[config.mk]
export PLATFORM = sky130hd
export DESIGN_NAME = serial_tx_turnaround
export DESIGN_NICKNAME = d
export VERILOG_FILES = /design/src/rtl/serial_tx_pkg.sv /design/src/rtl/serial_tx_holdreg.sv /design/src/rtl/serial_tx_framer.sv /design/src/rtl/serial_tx_flags.sv /design/src/rtl/serial_tx_turnaround.sv
export SDC_FILE = /design/constraint.sdc
export NUM_CORES = 1
export LEC_CHECK = 0
export ABC_CLOCK_PERIOD_IN_PS = 3000
export CAP_MARGIN = 10
export CORE_MARGIN = 5
export CORE_UTILIZATION = 25
export CTS_CLUSTER_DIAMETER = 150
export DETAILED_ROUTE_END_ITERATION = 8
export PLACE_DENSITY = 0.41
export SLEW_MARGIN = 40
export SYNTH_ARGS = -nofsm -noshare
export SYNTH_HDL_FRONTEND = slang
export SYNTH_SLANG_ARGS = --single-unit
export TNS_END_PERCENT = 1
[constraint.sdc]
create_clock -name clk -period 3 [get_ports clk]
set_input_delay 0.3 -clock clk [delete_from_list [all_inputs] [get_ports clk]]
set_output_delay 0.3 -clock clk [all_outputs]
set_load 0.05 [all_outputs]
[src/rtl/serial_tx_pkg.sv]
package serial_tx_pkg;
  typedef enum logic [2:0] {
    PH_IDLE,
    PH_SETUP,
    PH_START,
    PH_DATA,
    PH_STOP
  } tx_phase_e;
endpackage

[src/rtl/serial_tx_holdreg.sv]
module serial_tx_holdreg #(
  parameter int DATA_W = 8
) (
  input  logic              clk,
  input  logic              rst_n,
  input  logic              wr_stb,
  input  logic [DATA_W-1:0] wr_data,
  input  logic              take,
  output logic              full,
  output logic [DATA_W-1:0] data,
  output logic              reject
);
  logic              full_d;
  logic [DATA_W-1:0] data_d;

  assign reject = wr_stb && full;

  always_comb begin
    full_d = full;
    data_d = data;
    if (take) full_d = 1'b0;
    if (wr_stb && !full) begin
      full_d = 1'b1;
      data_d = wr_data;
    end
  end

  always_ff @(posedge clk or negedge rst_n) begin
    if (!rst_n) begin
      full <= 1'b0;
      data <= '0;
    end else begin
      full <= full_d;
      data <= data_d;
    end
  end
endmodule

[src/rtl/serial_tx_framer.sv]
module serial_tx_framer
  import serial_tx_pkg::*;
#(
  parameter int DATA_W = 8,
  parameter int OVS    = 8
) (
  input  logic              clk,
  input  logic              rst_n,
  input  logic              tick_en,
  input  logic              hold_full,
  input  logic [DATA_W-1:0] hold_data,
  output logic              take,
  output logic              frame_done,
  output logic              txd,
  output logic              busy
);
  localparam int CNT_W = (OVS > 1) ? $clog2(OVS) : 1;
  localparam int IDX_W = (DATA_W > 1) ? $clog2(DATA_W) : 1;
  localparam logic [CNT_W-1:0] CNT_LAST = CNT_W'(OVS - 1);
  localparam logic [IDX_W-1:0] IDX_LAST = IDX_W'(DATA_W - 1);

  tx_phase_e         ph_q, ph_d;
  logic [CNT_W-1:0]  cnt_q, cnt_d;
  logic [IDX_W-1:0]  idx_q, idx_d;
  logic [DATA_W-1:0] sh_q, sh_d;
  logic              bit_end;

  assign bit_end = tick_en && (cnt_q == CNT_LAST);

  always_comb begin
    ph_d       = ph_q;
    cnt_d      = cnt_q;
    idx_d      = idx_q;
    sh_d       = sh_q;
    take       = 1'b0;
    frame_done = 1'b0;
    if (tick_en && ph_q != PH_IDLE) cnt_d = bit_end ? '0 : cnt_q + 1'b1;
    case (ph_q)
      PH_IDLE: begin
        if (hold_full) begin
          ph_d  = PH_SETUP;
          cnt_d = '0;
        end
      end
      PH_SETUP: begin
        if (bit_end) begin
          ph_d = PH_START;
          take = 1'b1;
          sh_d = hold_data;
        end
      end
      PH_START: begin
        if (bit_end) begin
          ph_d  = PH_DATA;
          idx_d = '0;
        end
      end
      PH_DATA: begin
        if (bit_end) begin
          sh_d = sh_q >> 1;
          if (idx_q == IDX_LAST) ph_d = PH_STOP;
          else idx_d = idx_q + 1'b1;
        end
      end
      PH_STOP: begin
        if (bit_end) begin
          frame_done = 1'b1;
          if (hold_full) begin
            ph_d = PH_START;
            take = 1'b1;
            sh_d = hold_data;
          end else begin
            ph_d = PH_IDLE;
          end
        end
      end
      default: ph_d = PH_IDLE;
    endcase
  end

  always_ff @(posedge clk or negedge rst_n) begin
    if (!rst_n) begin
      ph_q  <= PH_IDLE;
      cnt_q <= '0;
      idx_q <= '0;
      sh_q  <= '0;
    end else begin
      ph_q  <= ph_d;
      cnt_q <= cnt_d;
      idx_q <= idx_d;
      sh_q  <= sh_d;
    end
  end

  assign busy = (ph_q == PH_START) || (ph_q == PH_DATA) || (ph_q == PH_STOP);
  assign txd  = (ph_q == PH_START) ? 1'b0 : (ph_q == PH_DATA) ? sh_q[0] : 1'b1;
endmodule

[src/rtl/serial_tx_flags.sv]
module serial_tx_flags (
  input  logic       clk,
  input  logic       rst_n,
  input  logic       rd_stb,
  input  logic       frame_done,
  input  logic       reject,
  input  logic       hold_full,
  input  logic       irq_sel,
  output logic [2:0] status,
  output logic       irq
);
  logic done_q, done_d;
  logic lost_q, lost_d;

  always_comb begin
    done_d = done_q;
    lost_d = lost_q;
    if (rd_stb) begin
      done_d = 1'b0;
      lost_d = 1'b0;
    end
    if (frame_done) done_d = 1'b1;
    if (reject)     lost_d = 1'b1;
  end

  always_ff @(posedge clk or negedge rst_n) begin
    if (!rst_n) begin
      done_q <= 1'b0;
      lost_q <= 1'b0;
    end else begin
      done_q <= done_d;
      lost_q <= lost_d;
    end
  end

  assign status = {lost_q, done_q, !hold_full};
  assign irq    = irq_sel ? done_q : !hold_full;
endmodule

[src/rtl/serial_tx_turnaround.sv]
module serial_tx_turnaround #(
  parameter int DATA_W = 8,
  parameter int OVS    = 8
) (
  input  logic              clk,
  input  logic              rst_n,
  input  logic              tick_en,
  input  logic              wr_stb,
  input  logic [DATA_W-1:0] wr_data,
  input  logic              rd_stb,
  input  logic              irq_sel,
  output logic              txd,
  output logic              line_busy,
  output logic [2:0]        status,
  output logic              irq
);
  logic              hold_full, take, reject, frame_done;
  logic [DATA_W-1:0] hold_data;

  serial_tx_holdreg #(.DATA_W(DATA_W)) u_hold (
    .clk(clk), .rst_n(rst_n), .wr_stb(wr_stb), .wr_data(wr_data),
    .take(take), .full(hold_full), .data(hold_data), .reject(reject)
  );

  serial_tx_framer #(.DATA_W(DATA_W), .OVS(OVS)) u_framer (
    .clk(clk), .rst_n(rst_n), .tick_en(tick_en), .hold_full(hold_full),
    .hold_data(hold_data), .take(take), .frame_done(frame_done),
    .txd(txd), .busy(line_busy)
  );

  serial_tx_flags u_flags (
    .clk(clk), .rst_n(rst_n), .rd_stb(rd_stb), .frame_done(frame_done),
    .reject(reject), .hold_full(hold_full), .irq_sel(irq_sel),
    .status(status), .irq(irq)
  );
endmodule

==> reports/metrics.yaml, run 1 <==
tritoncts: "yes"
final.hold.worst_slack_ps: 406.4
die_h_um: 84.74
post-route-drc-count: 0
r2r_slack_ps: 1030
drt-total-wl_mm: 2.760
worstPathArrival_ps: 2190
rsz0062_at_grt: "false"
number_of_buffers_added_to_fix_hold_violations_after_cts: 0
antenna_found_initial: 0
yosys.cell_types.count: 31
finalNonFillerCells: 206
final-hold-violation-count: 0
grt_first_pass_wirelength_mm: 4.830
rr_startpoint: "u_framer.cnt_q[0]"
h-tree-depth: 1
synthesis.area_um2: 1396
postSynthRegisterBits: 28
postSynth.topFlopCell: "sky130_fd_sc_hd__dfrtp_1"
detail-route-antenna-nets: 0
dr_total_vias: 937
grt_max_degree: 29
layout_common_cells: "sky130_fd_sc_hd__dfrtp_1 (28), sky130_fd_sc_hd__mux2_2 (22), sky130_fd_sc_hd__clkdlybuf4s50_1 (19)"
critical_path_required_ps: 2700
internal_power_uw: 985.6
pwr_density_cell_nw_per_um2: 854.8
design.die.area_um2: 7180
finalSetupViolations: 0
r2r-end: "u_framer.sh_q[6]"
cp-end-kind: "output port"
ctsResizeCount: 0
top_level_i_o_count: 20
crit_path_start: "u_framer.ph_q[0]"
detail_route.first_pass.iterations: 4
slew-limit-headroom_pct: 66.40
switching_share_pct: 33.03
fp-row-count: 27
gp_congestion: 0.7976
synth.net_count: 133
cts-root-to-sink-buffers: 2
layout_commonest_cell: "sky130_fd_sc_hd__dfrtp_1"
endpoint: "line_busy"
n_antenna_cell: 0
critPathLaunchType: "register"
timing_worst_setup_path_type: "reg2out"
drt-vias-per-instance: 4.549
worst_slew_pin_tran_ps: 502.5
post_dp_cell_area_um2: 1650
grt_pass1_vias: 1031
p_comb_share_pct: 37.1
half_perimeter_wire_length_after_detailed_placement_mm: 1.992
crit_fanout: 14
drt_iter0_markers: 47
grt-ovfl-total: 0
die_boundary_width_um: 84.74
timing_max_transition_violations_final: 0
hold_path.class: "in2async"
place_ws_ps: 812.1
outcome: "finished, final reports clean"
final_period_minus_worst_setup_slack_ps: 2487
rr_worst_depth: 5
clk_pin_slew_worst_paths_ps: 100
power_frac_seq_pct: 42.3
share_clk_of_total_power_pct: 20.6
grt_usage_pct: 8.163
synth_warnings: 0
buffer_ports.inserted: 19
number_of_enable_type_register_cells_in_the_synthesized_netlist: 0
post-route-cell-area_um2: 1722
leakage_uw: 0.0007326
clk-insertion-delay-late_ps: 280
synthesis.area_per_instance_um2: 12.14
nNetsFinal: 153
number_of_buffers_created_by_cts: 3
multi_input_comb_area_um2: 631.9
core_um2: 5473
fin_ws_ps: 512.8
routedWlPerCell_um: 13.40
worst_skew_ps: 3.557
postSynthCellCount: 115
syn2layout_area_growth_pct: 23.30
seqCellArea_um2: 700.7
ctsRootBufferMaster: "sky130_fd_sc_hd__clkbuf_8"
layout.filler_cells: 590
postCtsSetupBuffers: 0
peak_supply_drop_mv: 0.3885
dp_cells: 202
net-switching-power_uw: 486.1
post_route_cells_drive_above_1_share_pct: 25.37
synth-seq-area-share_pct: 50.18
fmax_mhz: 402.1
drv_cap: 0
ys_async_sr_fraction_pct: 100.0
start_util_pct: 25.51
cts.sink_count: 28
timing.final.crit_share_pct: 82.91
setup_total_negative_slack_ps: 0
## cells by family after synthesis
logic type	count (synthesis)	share of synthesized area [%]
XOR/XNOR	1	0.6274
multiplexers	23	18.46
buffers and inverters	12	4.570
flip-flops	28	50.18
AND/OR/NAND/NOR	23	9.228
adder cells (fa/ha/maj)	4	3.584
AO/OA/AOI/OAI	24	13.35
## critical path: stages (launching register included)
cell and delay, ps:
sky130_fd_sc_hd__dfrtp_1 550, sky130_fd_sc_hd__or3b_4 480, sky130_fd_sc_hd__nand2_1 70, sky130_fd_sc_hd__clkdlybuf4s50_1 800
## flip-flops by register name (all words and copies together) (netlist names)
signal	flops
u_framer.idx_q	3
u_hold.full	1
u_framer.cnt_q	3
u_flags.done_q	1
u_framer.sh_q	8
u_framer.ph_q	3
u_hold.data	8
u_flags.lost_q	1
## how the worst min path moves through the flow
stage	from	endpoint	slack, ps	depth (start not counted)
after floorplan	rst_n	u_flags.done_q	4	0
after global placement	u_framer.sh_q[1]	u_framer.sh_q[1]	490	1
after detailed placement	u_framer.sh_q[3]	u_framer.sh_q[3]	500	1
after CTS	rst_n	u_flags.lost_q	420	2
after global routing	rst_n	u_flags.lost_q	430	2
final	rst_n	u_framer.cnt_q[2]	410	2
## metrics by stage
step                      power [uW]  util [%]
after global placement          1173     30.16
after detailed placement        1188     30.16
after CTS                       1500     31.46
final                           1472     31.46
after global routing            1581     31.46
after floorplan                 1041         -
## synthesized netlist by cell type, types with 3 or more instances
library cell               number  area (um2)
sky130_fd_sc_hd__dfrtp_1       28       700.7
sky130_fd_sc_hd__mux2_2        22       247.7
sky130_fd_sc_hd__inv_1          6       22.52
sky130_fd_sc_hd__nand2_1        6       22.52
sky130_fd_sc_hd__a31o_2         4       35.03
sky130_fd_sc_hd__ha_1           4       50.05
sky130_fd_sc_hd__nand2b_1       4       25.02
sky130_fd_sc_hd__a21boi_0       3       22.52
sky130_fd_sc_hd__a21oi_1        3       15.01
sky130_fd_sc_hd__buf_4          3       22.52
sky130_fd_sc_hd__nor3_1         3       15.01
sky130_fd_sc_hd__o21ai_0        3       15.01
## per-layer routing
layer / track usage (%) / wire (um) / vias to the layer above
met5: 0 / 0 / -
met4: 3.022 / 15 / 0
met3: 1.963 / 119 / 2
met2: 13.24 / 1280 / 21
met1: 10.51 / 1345 / 462
li1: - / - / 452
## final cells by class
type | instances | area share [%]
Clock buffer | 3 | 2.398
Clock inverter | 1 | 1.744
Tap cell | 72 | 5.233
Inverter | 6 | 1.308
Timing Repair Buffer | 21 | 11.92
Sequential cell | 28 | 40.70
Multi-Input combinational cell | 75 | 36.70
## power by group through the flow
| stage | logic (uW) | clock network [uW] | registers [uW] |
|---|---|---|---|
| global route | 606 | 331 | 645 |
| global placement | 547 | 0 | 626 |
| floorplan | 456 | 0 | 585 |
| CTS | 559 | 317 | 624 |
| detailed placement | 557 | 0 | 632 |
| finish | 546 | 304 | 622 |
(Power assumes the default switching activity.)
==> inputs of run 2 (changes only) <==
- ABC_CLOCK_PERIOD_IN_PS: 3000 -> 2300
- clock period: 3 -> 2.3 ns (I/O delays scaled with it)
==> reports/metrics.yaml, run 2 (synthesis gave the netlist of run 1 again) <==
wl_met3_um: 145  # +22%
post_route_cells_drive_above_1_share_pct: 26.67  # +1.3 points
drt-vias-per-instance: 4.435  # -2.5%
leakage_uw: 0.0007377  # +0.70%
cp-end-kind: "output port"
grt_max_degree: 29  # unchanged
post_dp_cell_area_um2: 1655  # +0.30%
rsz0062_at_grt: "false"
gp_congestion: 0.7602  # -4.7%
start_util_pct: 25.51  # unchanged
outcome: "finished, final reports clean"
drt_iter0_markers: 37  # -21%
die_boundary_width_um: 84.74  # unchanged
antenna_found_initial: 0  # unchanged
timing_worst_setup_path_type: "reg2out"
pwr_density_cell_nw_per_um2: 1100  # +29%
number_of_buffers_created_by_cts: 3  # unchanged
finalSetupViolations: 0  # unchanged
final_period_minus_worst_setup_slack_ps: 2162
number_of_buffers_added_to_fix_hold_violations_after_cts: 0  # unchanged
worstPathArrival_ps: 1930  # -260 ps
cp_slowest_stage_delay_ps: 800  # about the same
grt_usage_pct: 7.819  # -0.34 points
postCtsSetupBuffers: 0  # unchanged
half_perimeter_wire_length_after_detailed_placement_mm: 1.895  # -4.9%
family_of_cells_with_the_greatest_summed_delay_on_the_critical_path: "buffers and inverters"
peak_supply_drop_mv: 0.4437  # +14%
layout.filler_cells: 580  # -1.7%
die_h_um: 84.74  # unchanged
ctsResizeCount: 0  # unchanged
timing_max_transition_violations_final: 0  # unchanged
drt-total-wl_mm: 2.626  # -4.9%
hold_path.class: "in2async"
multi_input_comb_area_um2: 631.9  # unchanged
buffer_ports.inserted: 19  # unchanged
timing.final.crit_share_pct: 94.02
cts.sink_count: 28  # unchanged
final-hold-violation-count: 0  # unchanged
detail_route.first_pass.iterations: 4  # unchanged
highest-signal-layer: "met4"
clk_pin_slew_worst_paths_ps: 90  # about the same
internal_power_uw: 1284  # +30%
grt-ovfl-total: 0  # unchanged
post-route-drc-count: 0  # unchanged
crit_fanout: 10  # -4
met2_wirelength_mm: 1.170  # -8.6%
fp-row-count: 27  # unchanged
critPathLaunchType: "register"
top_level_i_o_count: 20  # unchanged
cts-root-to-sink-buffers: 2  # unchanged
seqCellArea_um2: 700.7  # unchanged
final_core_utilization_pct: 31.55  # +0.091 points
post-route-cell-area_um2: 1727  # +0.29%
power_frac_seq_pct: 42.6  # +0.3 points
routedWlPerCell_um: 12.69  # -5.3%
switching_share_pct: 32.37  # -0.66 points
share_clk_of_total_power_pct: 20.1  # -0.5 points
worst_slew_pin_tran_ps: 498.3  # -4.187 ps
grt_pass1_vias: 1038  # +0.68%
net-switching-power_uw: 614.7  # +26%
clk-insertion-delay-late_ps: 270  # about the same
slew-limit-headroom_pct: 66.68  # +0.28 points
h-tree-depth: 1  # unchanged
grt_first_pass_wirelength_mm: 4.567  # -5.4%
fmax_mhz: 462.5
drv_cap: 0  # unchanged
detail-route-antenna-nets: 0  # unchanged
worst_skew_ps: 1.486  # -2.071 ps
tritoncts: "yes"
critical_path_required_ps: 2070  # -630 ps
timing.critical_path.buf_inv: 1  # unchanged
layout_common_cells: "sky130_fd_sc_hd__dfrtp_1 (28), sky130_fd_sc_hd__mux2_2 (22), sky130_fd_sc_hd__clkdlybuf4s50_1 (18)"
critical_path_slowest_stage_cell: "sky130_fd_sc_hd__clkdlybuf4s50_1"
p_comb_share_pct: 37.3  # +0.2 points
layout_commonest_cell: "sky130_fd_sc_hd__dfrtp_1"
ctsRootBufferMaster: "sky130_fd_sc_hd__clkbuf_8"
met1Wirelength_mm: 1.284  # -4.5%
critical_path.cell_chain: "nand2b_1 -> a21o_1 -> clkdlybuf4s50_1"
syn2layout_area_growth_pct: 23.66
dr_total_vias: 918  # -2.0%
design.die.area_um2: 7180  # unchanged
largestRegisters: "u_framer.sh_q (8), u_hold.data (8)"
nNetsFinal: 154  # +0.65%
setup_total_negative_slack_ps: 0  # unchanged
n_antenna_cell: 0  # unchanged
core_um2: 5473  # unchanged
==> run 2: cell types whose count changed in the layout (fill, tap and decap cells not counted) <==
cell and delta:
sky130_fd_sc_hd__buf_4 +2, sky130_fd_sc_hd__clkdlybuf4s50_1 -1
==> run 2: cell type report <==
class / count / area share, %
Clock buffer: 3 / 2.391
Clock inverter: 1 / 1.739
Inverter: 6 / 1.304
Multi-Input combinational cell: 75 / 36.59
Sequential cell: 28 / 40.58
Tap cell: 72 / 5.217
Timing Repair Buffer: 22 / 12.17
==> run 2: final timing paths <==
path                                  startpoint          endpoint  slack (ps)  cells past startpoint
max in group asynchronous                  rst_n  u_framer.ph_q[2]        1680                      2
worst max-delay path            u_framer.ph_q[2]               txd         140                      3
worst min register to register  u_framer.sh_q[3]  u_framer.sh_q[3]         510                      1
min in group clk                u_framer.sh_q[3]  u_framer.sh_q[3]         510                      1
worst min-delay path                       rst_n    u_flags.lost_q         340                      2
worst max register to register  u_framer.ph_q[0]  u_framer.sh_q[5]         500                      3
==> run 2: power by group through the flow <==
stage | Clock [uW] | Sequential (uW) | Combinational, uW
after floorplan | 0 | 763 | 595
after global placement | 0 | 818 | 706
after detailed placement | 0 | 821 | 724
after CTS | 408 | 812 | 724
after global routing | 420 | 838 | 783
final | 382 | 810 | 707
==> run 2: metrics by stage <==
step / total power (uW) / cells / hold slack (ps) / worst slack (ps)
after floorplan: 1358 / 115 / -65.59 / 530.5
after global placement: 1525 / 203 / 491.7 / 435.5
after detailed placement: 1545 / 203 / 494.1 / 424.9
after CTS: 1944 / 207 / 348.2 / 116.8
after global routing: 2041 / 207 / 369.1 / 23.49
final: 1899 / 207 / 342.5 / 137.6
==> run 2: per-layer routing <==
layer  up-vias  track usage [%]
li1        457                -
met1       438            9.612
met2        21            13.02
met3         2            2.944
met4         0            1.727
met5         -                0
